<file path="config.mk">
export PLATFORM = sky130hd
export DESIGN_NAME = pvic_top
export DESIGN_NICKNAME = d
export VERILOG_FILES = /design/src/rtl/pvic_pkg.sv /design/src/rtl/pvic_regs.sv /design/src/rtl/pvic_arbiter.sv /design/src/rtl/pvic_vector.sv /design/src/rtl/pvic_top.sv
export SDC_FILE = /design/constraint.sdc
export NUM_CORES = 1
export LEC_CHECK = 0
export CAP_MARGIN = 40
export CORE_AREA = 8 8 149 137
export CTS_CLUSTER_SIZE = 14
export DETAILED_ROUTE_END_ITERATION = 6
export DIE_AREA = 0 0 157 145
export PLACE_DENSITY = 0.8
export SYNTH_ARGS = -nofsm -noshare
export SYNTH_HDL_FRONTEND = slang
export SYNTH_SLANG_ARGS = --single-unit
</file>
<file path="constraint.sdc">
create_clock -name clk -period 25.7 [get_ports clk]
set_input_delay 2.57 -clock clk [delete_from_list [all_inputs] [get_ports clk]]
set_output_delay 2.57 -clock clk [all_outputs]
set_load 0.02 [all_outputs]
</file>
<file path="src/rtl/pvic_pkg.sv">
package pvic_pkg;
  localparam logic [7:0] CTRL_BASE = 8'h13;
  localparam logic [7:0] MASK_HI   = 8'h36;
  localparam logic [7:0] MASK_LO   = 8'h37;
  localparam logic [7:0] PEND_HI   = 8'h3A;
  localparam logic [7:0] PEND_LO   = 8'h3B;
  localparam logic [7:0] STAT_ADDR = 8'h40;
  localparam logic [7:0] WDV_ADDR  = 8'h42;
  localparam logic [7:0] UV0_ADDR  = 8'h44;
  localparam logic [7:0] UV1_ADDR  = 8'h45;

  localparam logic [15:0] MASK_RST  = 16'h3FFE;
  localparam logic [7:0]  STAT_RST  = 8'h80;
  localparam logic [7:0]  VEC_RST   = 8'h0F;
  localparam logic [7:0]  UNSET_VEC = 8'h0F;
  localparam logic [7:0]  AUTO_BASE = 8'd24;
  localparam logic [4:0]  RANK_FLOOR = 5'd4;

  // key = {autovector select, rank[4:0]}
  function automatic logic [4:0] rank_of(input logic [5:0] key);
    return key[4:0];
  endfunction

  function automatic logic [2:0] level_of(input logic [4:0] rank);
    return rank[4:2];
  endfunction

  function automatic logic [7:0] autovec(input logic [2:0] lvl);
    return AUTO_BASE + {5'd0, lvl};
  endfunction

  // Reset value of control register for source n
  function automatic logic [7:0] ctrl_reset(input int n);
    if (n >= 1 && n <= 7) return 8'(n * 4);
    if (n == 8)           return 8'h1C;
    if (n >= 9 && n <= 11) return 8'h80;
    return 8'h00;
  endfunction
endpackage

</file>
<file path="src/rtl/pvic_regs.sv">
module pvic_regs
  import pvic_pkg::*;
#(
  parameter int NSRC = 13
) (
  input  logic                 clk,
  input  logic                 rst_n,
  input  logic [NSRC:1]        src_in,
  input  logic                 bus_we,
  input  logic [7:0]           bus_addr,
  input  logic [7:0]           bus_wdata,
  output logic [7:0]           bus_rdata,
  output logic [NSRC:1]        pend_q,
  output logic [NSRC:1]        mask_src,
  output logic [NSRC:1][5:0]   key,
  output logic [7:0]           wdv_q,
  output logic [7:0]           uv0_q,
  output logic [7:0]           uv1_q
);
  logic [NSRC:1][7:0] ctrl_q;
  logic [15:0]        mask_q;
  logic [7:0]         stat_q;
  logic [15:0]        pend_word;

  always_ff @(posedge clk or negedge rst_n) begin
    if (!rst_n) pend_q <= '0;
    else        pend_q <= src_in;
  end

  for (genvar n = 1; n <= NSRC; n++) begin : g_ctrl
    always_ff @(posedge clk or negedge rst_n) begin
      if (!rst_n)
        ctrl_q[n] <= ctrl_reset(n);
      else if (bus_we && bus_addr == CTRL_BASE + 8'(n))
        ctrl_q[n] <= bus_wdata;
    end
    assign key[n] = {ctrl_q[n][7], ctrl_q[n][4:0]};
  end

  always_ff @(posedge clk or negedge rst_n) begin
    if (!rst_n) begin
      mask_q <= MASK_RST;
      stat_q <= STAT_RST;
      wdv_q  <= VEC_RST;
      uv0_q  <= VEC_RST;
      uv1_q  <= VEC_RST;
    end else if (bus_we) begin
      case (bus_addr)
        MASK_HI:   mask_q[15:8] <= bus_wdata;
        MASK_LO:   mask_q[7:0]  <= bus_wdata;
        STAT_ADDR: stat_q       <= stat_q & ~bus_wdata;
        WDV_ADDR:  wdv_q        <= bus_wdata;
        UV0_ADDR:  uv0_q        <= bus_wdata;
        UV1_ADDR:  uv1_q        <= bus_wdata;
        default: ;
      endcase
    end
  end

  assign mask_src = mask_q[NSRC:1];

  always_comb begin
    pend_word = '0;
    pend_word[NSRC:1] = pend_q;
  end

  always_comb begin
    bus_rdata = '0;
    case (bus_addr)
      MASK_HI:   bus_rdata = mask_q[15:8];
      MASK_LO:   bus_rdata = mask_q[7:0];
      PEND_HI:   bus_rdata = pend_word[15:8];
      PEND_LO:   bus_rdata = pend_word[7:0];
      STAT_ADDR: bus_rdata = stat_q;
      WDV_ADDR:  bus_rdata = wdv_q;
      UV0_ADDR:  bus_rdata = uv0_q;
      UV1_ADDR:  bus_rdata = uv1_q;
      default: ;
    endcase
    for (int n = 1; n <= NSRC; n++)
      if (bus_addr == CTRL_BASE + 8'(n)) bus_rdata = ctrl_q[n];
  end

  AST_PEND_FOLLOWS: assert property (@(posedge clk) disable iff (!rst_n)
    1'b1 |=> pend_q == $past(src_in));
  AST_STAT_W1C: assert property (@(posedge clk) disable iff (!rst_n)
    (bus_we && bus_addr == STAT_ADDR) |=> (stat_q & $past(bus_wdata)) == 8'h00);
  AST_STAT_NO_SET: assert property (@(posedge clk) disable iff (!rst_n)
    1'b1 |=> (stat_q & ~$past(stat_q)) == 8'h00);
endmodule

</file>
<file path="src/rtl/pvic_arbiter.sv">
module pvic_arbiter
  import pvic_pkg::*;
#(
  parameter int NSRC = 13,
  localparam int IW = $clog2(NSRC + 1)
) (
  input  logic               clk,
  input  logic               rst_n,
  input  logic [NSRC:1]      pend,
  input  logic [NSRC:1]      mask,
  input  logic [NSRC:1][5:0] key,
  output logic               win_valid,
  output logic [IW-1:0]      win_idx,
  output logic [2:0]         win_level,
  output logic               win_auto
);
  logic [NSRC:1] active;
  logic [4:0]    win_rank;
  logic          found;
  logic [NSRC:1] beaten;

  assign active = pend & ~mask;

  // Strict greater-than keeps the lower-numbered source on a tie.
  always_comb begin
    found    = 1'b0;
    win_rank = '0;
    win_idx  = '0;
    win_auto = 1'b0;
    for (int n = 1; n <= NSRC; n++) begin
      if (active[n] && (!found || rank_of(key[n]) > win_rank)) begin
        found    = 1'b1;
        win_rank = rank_of(key[n]);
        win_idx  = IW'(n);
        win_auto = key[n][5];
      end
    end
    win_valid = found && (win_rank >= RANK_FLOOR);
    win_level = level_of(win_rank);
  end

  // A source beats the declared winner if it outranks it or ties at a lower number.
  for (genvar j = 1; j <= NSRC; j++) begin : g_beat
    assign beaten[j] = active[j] && win_valid &&
                       ((key[j][4:0] > win_rank) ||
                        (key[j][4:0] == win_rank && IW'(j) < win_idx));
  end

  AST_WINNER_ACTIVE: assert property (@(posedge clk) disable iff (!rst_n)
    win_valid |-> active[win_idx]);
  AST_NONE_BEATS: assert property (@(posedge clk) disable iff (!rst_n)
    beaten == '0);
endmodule

</file>
<file path="src/rtl/pvic_vector.sv">
module pvic_vector
  import pvic_pkg::*;
#(
  parameter int NSRC      = 13,
  parameter int WDT_SRC   = 8,
  parameter int UART0_SRC = 12,
  parameter int UART1_SRC = 13,
  localparam int IW = $clog2(NSRC + 1)
) (
  input  logic          clk,
  input  logic          rst_n,
  input  logic          win_valid,
  input  logic [IW-1:0] win_idx,
  input  logic [2:0]    win_level,
  input  logic          win_auto,
  input  logic [7:0]    wdv,
  input  logic [7:0]    uv0,
  input  logic [7:0]    uv1,
  output logic [2:0]    irq_level,
  output logic [7:0]    irq_vector
);
  logic [2:0] nxt_level;
  logic [7:0] nxt_vector;

  always_comb begin
    nxt_level  = '0;
    nxt_vector = '0;
    if (win_valid) begin
      nxt_level = win_level;
      if (win_auto)                     nxt_vector = autovec(win_level);
      else if (win_idx == IW'(WDT_SRC))   nxt_vector = wdv;
      else if (win_idx == IW'(UART0_SRC)) nxt_vector = uv0;
      else if (win_idx == IW'(UART1_SRC)) nxt_vector = uv1;
      else                              nxt_vector = UNSET_VEC;
    end
  end

  always_ff @(posedge clk or negedge rst_n) begin
    if (!rst_n) begin
      irq_level  <= '0;
      irq_vector <= '0;
    end else begin
      irq_level  <= nxt_level;
      irq_vector <= nxt_vector;
    end
  end

  AST_QUIET_VECTOR: assert property (@(posedge clk) disable iff (!rst_n)
    irq_level == 3'd0 |-> irq_vector == 8'd0);
  AST_AUTOVECTOR: assert property (@(posedge clk) disable iff (!rst_n)
    (win_valid && win_auto) |=> irq_vector == AUTO_BASE + {5'd0, irq_level});
  AST_WDT_VECTOR: assert property (@(posedge clk) disable iff (!rst_n)
    (win_valid && !win_auto && win_idx == IW'(WDT_SRC)) |=> irq_vector == $past(wdv));
endmodule

</file>
<file path="src/rtl/pvic_top.sv">
module pvic_top
  import pvic_pkg::*;
#(
  parameter int NSRC      = 13,
  parameter int WDT_SRC   = 8,
  parameter int UART0_SRC = 12,
  parameter int UART1_SRC = 13
) (
  input  logic            clk,
  input  logic            rst_n,
  input  logic [NSRC:1]   irq_src,
  input  logic            bus_we,
  input  logic [7:0]      bus_addr,
  input  logic [7:0]      bus_wdata,
  output logic [7:0]      bus_rdata,
  output logic [2:0]      irq_level,
  output logic [7:0]      irq_vector
);
  localparam int IW = $clog2(NSRC + 1);

  logic [NSRC:1]      pend_q;
  logic [NSRC:1]      mask_src;
  logic [NSRC:1][5:0] key;
  logic [7:0]         wdv_q, uv0_q, uv1_q;
  logic               win_valid, win_auto;
  logic [IW-1:0]      win_idx;
  logic [2:0]         win_level;

  pvic_regs #(.NSRC(NSRC)) u_regs (
    .clk(clk), .rst_n(rst_n), .src_in(irq_src),
    .bus_we(bus_we), .bus_addr(bus_addr), .bus_wdata(bus_wdata), .bus_rdata(bus_rdata),
    .pend_q(pend_q), .mask_src(mask_src), .key(key),
    .wdv_q(wdv_q), .uv0_q(uv0_q), .uv1_q(uv1_q)
  );

  pvic_arbiter #(.NSRC(NSRC)) u_arb (
    .clk(clk), .rst_n(rst_n), .pend(pend_q), .mask(mask_src), .key(key),
    .win_valid(win_valid), .win_idx(win_idx), .win_level(win_level), .win_auto(win_auto)
  );

  pvic_vector #(.NSRC(NSRC), .WDT_SRC(WDT_SRC), .UART0_SRC(UART0_SRC),
                .UART1_SRC(UART1_SRC)) u_vec (
    .clk(clk), .rst_n(rst_n), .win_valid(win_valid), .win_idx(win_idx),
    .win_level(win_level), .win_auto(win_auto),
    .wdv(wdv_q), .uv0(uv0_q), .uv1(uv1_q),
    .irq_level(irq_level), .irq_vector(irq_vector)
  );

  AST_MASKED_SILENT: assert property (@(posedge clk) disable iff (!rst_n)
    ((pend_q & ~mask_src) == '0) |=> irq_level == 3'd0);
endmodule

</file>
==> results of run 1 <==
==> power by group through the flow <==
stage	registers (mW)	logic [mW]	clock network (mW)
final	0.315	0.590	0.249
after global routing	0.316	0.647	0.263
after detailed placement	0.319	0.580	0
after global placement	0.318	0.559	0
after floorplan	0.318	0.455	0
after CTS	0.314	0.585	0.252
==> cells in the mapped netlist, types with 11 or more instances <==
master,n,share of area
sky130_fd_sc_hd__mux2_2,172,0.18
sky130_fd_sc_hd__nand4_1,12,0.0070
sky130_fd_sc_hd__and3_1,15,0.0087
sky130_fd_sc_hd__a22o_1,15,0.012
sky130_fd_sc_hd__o21ai_0,29,0.014
sky130_fd_sc_hd__nor2_1,63,0.022
sky130_fd_sc_hd__nand2_1,64,0.022
sky130_fd_sc_hd__mux2i_1,14,0.013
sky130_fd_sc_hd__dfstp_2,44,0.11
sky130_fd_sc_hd__a21boi_0,11,0.0077
sky130_fd_sc_hd__a221oi_1,20,0.016
sky130_fd_sc_hd__a21oi_1,30,0.014
sky130_fd_sc_hd__a21o_1,11,0.0077
sky130_fd_sc_hd__ha_1,54,0.063
sky130_fd_sc_hd__inv_1,58,0.020
sky130_fd_sc_hd__a22oi_1,26,0.018
sky130_fd_sc_hd__dfrtp_1,132,0.31
sky130_fd_sc_hd__nor2b_1,19,0.011
sky130_fd_sc_hd__nand2b_1,14,0.0082
sky130_fd_sc_hd__nand3_1,22,0.010
sky130_fd_sc_hd__clkbuf_1,24,0.0084
==> cell usage in the layout, fill, tap and decap left out, types with 26 or more instances in the layout <==
master / count
sky130_fd_sc_hd__ha_1: 54
sky130_fd_sc_hd__o21ai_0: 29
sky130_fd_sc_hd__mux2_2: 172
sky130_fd_sc_hd__dfrtp_1: 132
sky130_fd_sc_hd__inv_1: 58
sky130_fd_sc_hd__nand2_1: 64
sky130_fd_sc_hd__nor2_1: 63
sky130_fd_sc_hd__a21oi_1: 30
sky130_fd_sc_hd__a22oi_1: 26
sky130_fd_sc_hd__clkdlybuf4s50_1: 49
sky130_fd_sc_hd__dfstp_2: 44
==> cell type report <==
cell class	instances	area [sq um]
repair buffers	61	662
multi-input cells	725	5920
well taps	245	307
fillers	1325	5800
clock inverters	15	141
clock buffers	17	425
flip-flops and latches	176	4460
inverters	59	221
==> worst reg2reg max path: cells and delay by family, from the launching register on <==
kind | cells | cell delay, ns
AOI/OAI and AO/OA | 50 | 11.22
and+or+nand+nor | 26 | 4.75
muxes | 10 | 3.48
adders and majority gates | 12 | 3.28
buffers and inverters | 7 | 0.43
DFF | 1 | 0.39
==> through the flow <==
step	hold WS [ns]	utilization	setup slack, ns	instance area (sq um)	cells
after global placement	0.477	0.637	3.08	11400	1258
final	0.512	0.677	2.00	12100	1298
after detailed placement	0.494	0.645	2.51	11600	1266
after CTS	0.509	0.677	2.31	12100	1298
after global routing	0.518	0.677	0.345	12100	1298
after floorplan	0.462	-	5.03	10700	995
==> registers in the layout (all words and copies together) (netlist names) <==
| signal | cells |
|---|---|
| u_vec.irq_level | 3 |
| u_regs.wdv_q | 8 |
| u_regs.ctrl_q | 26 |
| u_regs.key | 78 |
| u_regs.mask_q | 16 |
| u_regs.uv1_q | 8 |
| u_vec.irq_vector | 8 |
| u_regs.stat_q | 8 |
| u_regs.uv0_q | 8 |
| u_regs.pend_q | 13 |
==> cells by family (layout without fill, tap and decap cells) <==
kind of cell    after synthesis  after routing  share of synthesized area
simple gates                241            241                      0.111
buf+inv                      94            152                     0.0331
compound gates              239            239                      0.178
flops                       176            176                      0.415
xor+xnor                      3              3                    0.00245
mux                         188            188                      0.197
fa+ha+maj                    54             54                     0.0630
==> final timing paths <==
check | startpoint | cells after the start | slack (ns) | endpoint
setup / recovery | u_regs.pend_q[1] | 105 | 2.00 | u_vec.irq_vector[2]
hold / removal | u_regs.stat_q[7] | 1 | 0.51 | u_regs.stat_q[7]
setup reg to reg | u_regs.pend_q[1] | 105 | 2.00 | u_vec.irq_vector[2]
hold reg to reg | u_regs.stat_q[7] | 1 | 0.51 | u_regs.stat_q[7]
max in group asynchronous | rst_n | 3 | 22.60 | u_regs.mask_q[11]
min in group asynchronous | rst_n | 1 | 2.07 | u_regs.key[56]
==> layer usage <==
| metal | track usage | wire (um) |
|---|---|---|
| met1 | 0.353 | 12500 |
| met2 | 0.417 | 13900 |
| met3 | 0.0641 | 2410 |
| met5 | 0 | 0 |
| met4 | 0.122 | 1200 |
==> qor.log, run 1 <==
[status] run status finished clean
[clock_tree] clk sink count 176
[clock_tree] maximum clock insertion buffer count 2
[final_layout] layout cells sized above 1 0.277
[place] quantity of I/O buffers inserted on ports 50
[floorplanning] die width 157 um
[worst_setup_path] arrival time reported for the critical path endpoint 24.02 ns
[detailed_routing] post-detailed-route wirelength per cell 23.1 um
[final_layout] layout overhead on the synthesized area 13.1%
[clock_tree] level count of the clock H-tree 4
[timing] setup repair after global routing missed its margin no
[worst_setup_path] Worst Path Max Fanout 15
[clock_tree] clk_lat worst skew 0.43 ns
[timing] highest clock rate 42.2 MHz
[power] Internal Pwr Total 0.672 mW
[yosys] top flip-flop cell by instance count after synthesis sky130_fd_sc_hd__dfrtp_1
[timing] Fin Clk Skew 0.00579 ns
[global_route] GRT Total Usage 0.270
[run] max capacitance violation total 0
[power] Total Power Consumption 1.15 mW
[yosys] post-synthesis cell type count 79
[yosys] synthesized netlist cell count 995
[global_route] antenna violations before repair 0
[place] HPWL after detailed placement 22400 um
[yosys] FF+latch count, synth 176
[yosys] number of warnings issued by yosys 0
[worst_setup_path] Worst path top cell family by delay compound AO/OA/AOI/OAI gates
[power] worst-case vdd ir drop 0.0595 mV
[timing] final total negative setup slack 0 ns
[worst_setup_path] Crit path buffers/inverters 7
[yosys] number of enable-type register cells in the synthesized netlist 0
[clock_tree] hold_buf cts 0
[detailed_routing] antenna-violating nets left 0
[clock_tree] CTS-repair resized insts 0
[timing] Tmin final 23.70 ns
[power] Pleak 5.45 nW
[timing] pin slew with the least headroom to its limit 0.896 ns
[detailed_routing] DR vias 8604
[detailed_routing] DRC errors left 0
[floorplanning] chip height 145 um
[worst_setup_path] startpoint kind of the worst setup timing path flip-flop
[worst_setup_path] Max stage delay on crit path 0.58 ns
[power] Switching Share 0.418
[global_route] wire length of the first global-routing pass 48000 um
[floorplanning] I/O pin cnt 51
[power] Reg power frac 0.273
[yosys] part of the Yosys area used for sequential elements 0.415
[final_layout] post-layout net count 1126
[floorplanning] # rows 47
[global_route] largest net degree at the start of global routing 64
[clock_tree] Clock transition at path regs 0.07 ns
[timing] count of pins over their slew limit 0
[timing] final worst path period share 0.922
[detailed_routing] drt initial violations 883
[power] clock group share of total power 0.216
[yosys] syn_area_per_cell 10.8 sq um
[worst_setup_path] critical path required time 26.01 ns
[power] power dissipated by switching net loads 0.482 mW
[floorplanning] area of the core 17900 sq um
[yosys] Async S/R FF share, synth 1.00
[timing] final-report hold violation count 0
[yosys] Synthesized Nets 1081
[timing] worst slew margin relative to its limit 0.401
[worst_setup_path] slowest library cell on the worst path sky130_fd_sc_hd__o21ai_1
[min_path] Worst Hold Class reg -> reg
[worst_setup_path] Setup CP Type reg -> reg
[clock_tree] Post-CTS Setup Bufs 0
[worst_setup_path] CP most frequent cell sky130_fd_sc_hd__a21oi_1
[worst_setup_path] Critical Path Sink Type flip-flop
[yosys] combined area of all synthesized cells 10700 sq um
[floorplanning] floorplan die area 22800 sq um
[timing] # setup viols final 0
[detailed_routing] sum of routed wire length over all layers 30000 um
[clock_tree] TritonCTS Buffers 17
[global_route] global-route congestion overflow total 0
[place] GP Congestion 0.947
[clock_tree] CTS root buf sky130_fd_sc_hd__clkbuf_16
[power] Combinational Power Share 0.511
[clock_tree] TritonCTS clock tree built
[power] total power divided by cell area 95.1 nW/um^2
[detailed_routing] number of iterations in the first detailed-routing pass 7
[detailed_routing] Avg Vias per Cell 6.63
[global_route] vias in the first global route 8619
[floorplanning] initial core utilization 0.598
[final_layout] antenna diode count 0
Note: power is estimated with default switching activity, not from simulation.
==> run 2, diff against run 1 <==
--- a/config.mk
+++ b/config.mk
@@ -6,11 +6,12 @@
 export NUM_CORES = 1
 export LEC_CHECK = 0
 export CAP_MARGIN = 40
-export CORE_AREA = 8 8 149 137
+export CORE_AREA = 8 8 147 135
+export CTS_BUF_LIST = sky130_fd_sc_hd__clkbuf_8
 export CTS_CLUSTER_SIZE = 14
 export DETAILED_ROUTE_END_ITERATION = 6
-export DIE_AREA = 0 0 157 145
-export PLACE_DENSITY = 0.8
+export DIE_AREA = 0 0 155 143
+export PLACE_DENSITY = 0.82
 export SYNTH_ARGS = -nofsm -noshare
 export SYNTH_HDL_FRONTEND = slang
 export SYNTH_SLANG_ARGS = --single-unit
==> qor.log, run 2 (synthesized netlist as in run 1, its figures left out) <==
[status] run status finished clean
[clock_tree] TritonCTS Buffers 17
[worst_setup_path] startpoint kind of the worst setup timing path flip-flop
[floorplanning] area of the core 17300 sq um
[clock_tree] CTS-repair resized insts 0
[global_route] wire length of the first global-routing pass 46500 um
[worst_setup_path] reg-to-reg critical path endpoint u_vec.irq_vector[2]
[worst_setup_path] depth of the most critical reg-to-reg path 105
[worst_setup_path] Critical Path Sink Type flip-flop
[clock_tree] hold_buf cts 0
[clock_tree] maximum clock insertion buffer count 2
[min_path] worst min-delay path startpoint u_regs.stat_q[7]
[detailed_routing] post-detailed-route wirelength per cell 23.1 um
[floorplanning] chip height 143 um
[timing] setup slack of the critical path after layout 2.12 ns
[place] worst setup timing slack at the placement stage 2.58 ns
[power] Pleak 5.37 nW
[clock_tree] clk sink count 176
[global_route] global-route met2 utilization 0.427
[timing] setup repair after global routing missed its margin no
[worst_setup_path] Max stage delay on crit path 0.64 ns
[worst_setup_path] startpoint of the worst-slack reg-to-reg timing path u_regs.pend_q[1]
[global_route] Global Route met3 Usage 0.0695
[min_path] hold-critical path depth 1
[final_layout] highest-count cells in the layout ignoring fill and taps sky130_fd_sc_hd__mux2_2 (172), sky130_fd_sc_hd__dfrtp_1 (132), sky130_fd_sc_hd__nand2_1 (64)
[final_layout] final instance area 11900 sq um
[floorplanning] initial core utilization 0.620
[floorplanning] floorplan die area 22200 sq um
[detailed_routing] Avg Vias per Cell 6.74
[clock_tree] Post-CTS Setup Bufs 0
[place] DP Area 11500 sq um
[final_layout] fraction of the core area covered by cells at the end of the flow 0.688
[global_route] GRT Total Usage 0.272
[final_layout] most common cell after layout, fill and taps aside sky130_fd_sc_hd__mux2_2
[clock_tree] level count of the clock H-tree 4
[run] max capacitance violation total 0
[detailed_routing] drt initial violations 781
[timing] final total negative setup slack 0 ns
[place] HPWL after detailed placement 22200 um
[timing] final-report hold violation count 0
[timing] final worst path period share 0.917
[power] Total Power Consumption 1.09 mW
[worst_setup_path] slowest library cell on the worst path sky130_fd_sc_hd__a21oi_1
[clock_tree] TritonCTS clock tree built
[detailed_routing] sum of routed wire length over all layers 29800 um
[global_route] most crowded layer after global routing met2
[detailed_routing] DRC errors left 0
[min_path] worst hold path endpoint u_regs.stat_q[7]
[timing] Fin Clk Skew 0.0111 ns
[final_layout] layout cells sized above 1 0.273
[floorplanning] I/O pin cnt 51
[final_layout] layout overhead on the synthesized area 11.0%
[global_route] vias in the first global route 8508
[detailed_routing] number of iterations in the first detailed-routing pass 5
[timing] highest clock rate 42.4 MHz
[worst_setup_path] critical path required time 26.05 ns
[final_layout] antenna diode count 0
[clock_tree] clk_lat worst skew 0.46 ns
[timing] Tmin final 23.58 ns
[worst_setup_path] Setup CP Type reg -> reg
[final_layout] number of standard cells in the layout, taps in and fillers out 1291
[global_route] global-route congestion overflow total 0
[clock_tree] CTS root buf sky130_fd_sc_hd__clkbuf_8
[worst_setup_path] arrival time reported for the critical path endpoint 23.92 ns
[global_route] largest net degree at the start of global routing 90
[timing] pin slew with the least headroom to its limit 0.942 ns
[timing] count of pins over their slew limit 0
[timing] worst slew margin relative to its limit 0.367
[place] number of placed instances, taps included 1260
[detailed_routing] DR vias 8704
[min_path] Worst Hold Class reg -> reg
[final_layout] max FFs per register 78
[worst_setup_path] Worst Path Max Fanout 15
[final_layout] post-layout net count 1125
[worst_setup_path] minimum setup slack among reg-to-reg paths 2.12 ns
[detailed_routing] antenna-violating nets left 0
[place] quantity of I/O buffers inserted on ports 50
[floorplanning] # rows 46
[floorplanning] die width 155 um
[clock_tree] Clock transition at path regs 0.09 ns
[power] total power divided by cell area 91.4 nW/um^2
[global_route] antenna violations before repair 0
[place] GP Congestion 0.970
[timing] # setup viols final 0
[power] worst-case vdd ir drop 0.0806 mV
[timing] worst slack on hold paths 0.491 ns
[global_route] met1 capacity usage during global routing 0.348
[worst_setup_path] worst setup path startpoint u_regs.pend_q[1]
## run 2: power by group
| group | internal [mW] | switching, mW |
|---|---|---|
| logic | 0.244 | 0.351 |
| clock network | 0.0832 | 0.0981 |
| registers | 0.299 | 0.0150 |
## run 2: worst max path at each step
stage	slack (ns)	endpoint
2_1_floorplan	5.03	u_vec.irq_vector[1]
3_3_place_gp	3.37	u_vec.irq_vector[2]
3_5_place_dp	2.58	u_vec.irq_vector[2]
4_1_cts	2.42	u_vec.irq_vector[2]
5_1_grt	0.42	u_vec.irq_vector[2]
6_report	2.12	u_vec.irq_vector[2]
## run 2: final cells by class
type / instances / area [sq um]
inverters: 59 / 221
multi-input cells: 725 / 5920
well taps: 240 / 300
clock buffers: 20 / 275
repair buffers: 60 / 647
flip-flops and latches: 176 / 4460
clock inverters: 11 / 92.6
fillers: 1286 / 5410
## run 2: worst max-delay path: cells and delay by family, from the launching register on
family                   cells  cell delay (ns)
AO/OA/AOI/OAI               50            11.08
adder cells (fa/ha/maj)     12             3.28
buffers and inverters        7             0.44
flip-flops                   1             0.39
multiplexers                10             3.50
AND/OR/NAND/NOR             26             4.74
## run 2: metal layers
layer | routed length (um) | vias up
met5 | 0 | -
met4 | 1130 | 0
met3 | 2500 | 98
met2 | 13800 | 448
met1 | 12400 | 4333
li1 | - | 3825
==> run 3, diff against run 2 <==
--- a/config.mk
+++ b/config.mk
@@ -12,6 +12,7 @@
 export DETAILED_ROUTE_END_ITERATION = 6
 export DIE_AREA = 0 0 155 143
 export PLACE_DENSITY = 0.82
+export SETUP_SLACK_MARGIN = 0.3
 export SYNTH_ARGS = -nofsm -noshare
 export SYNTH_HDL_FRONTEND = slang
 export SYNTH_SLANG_ARGS = --single-unit
==> results of run 3 <==
The final DEF is identical to that of run 2; final timing and power are the same.
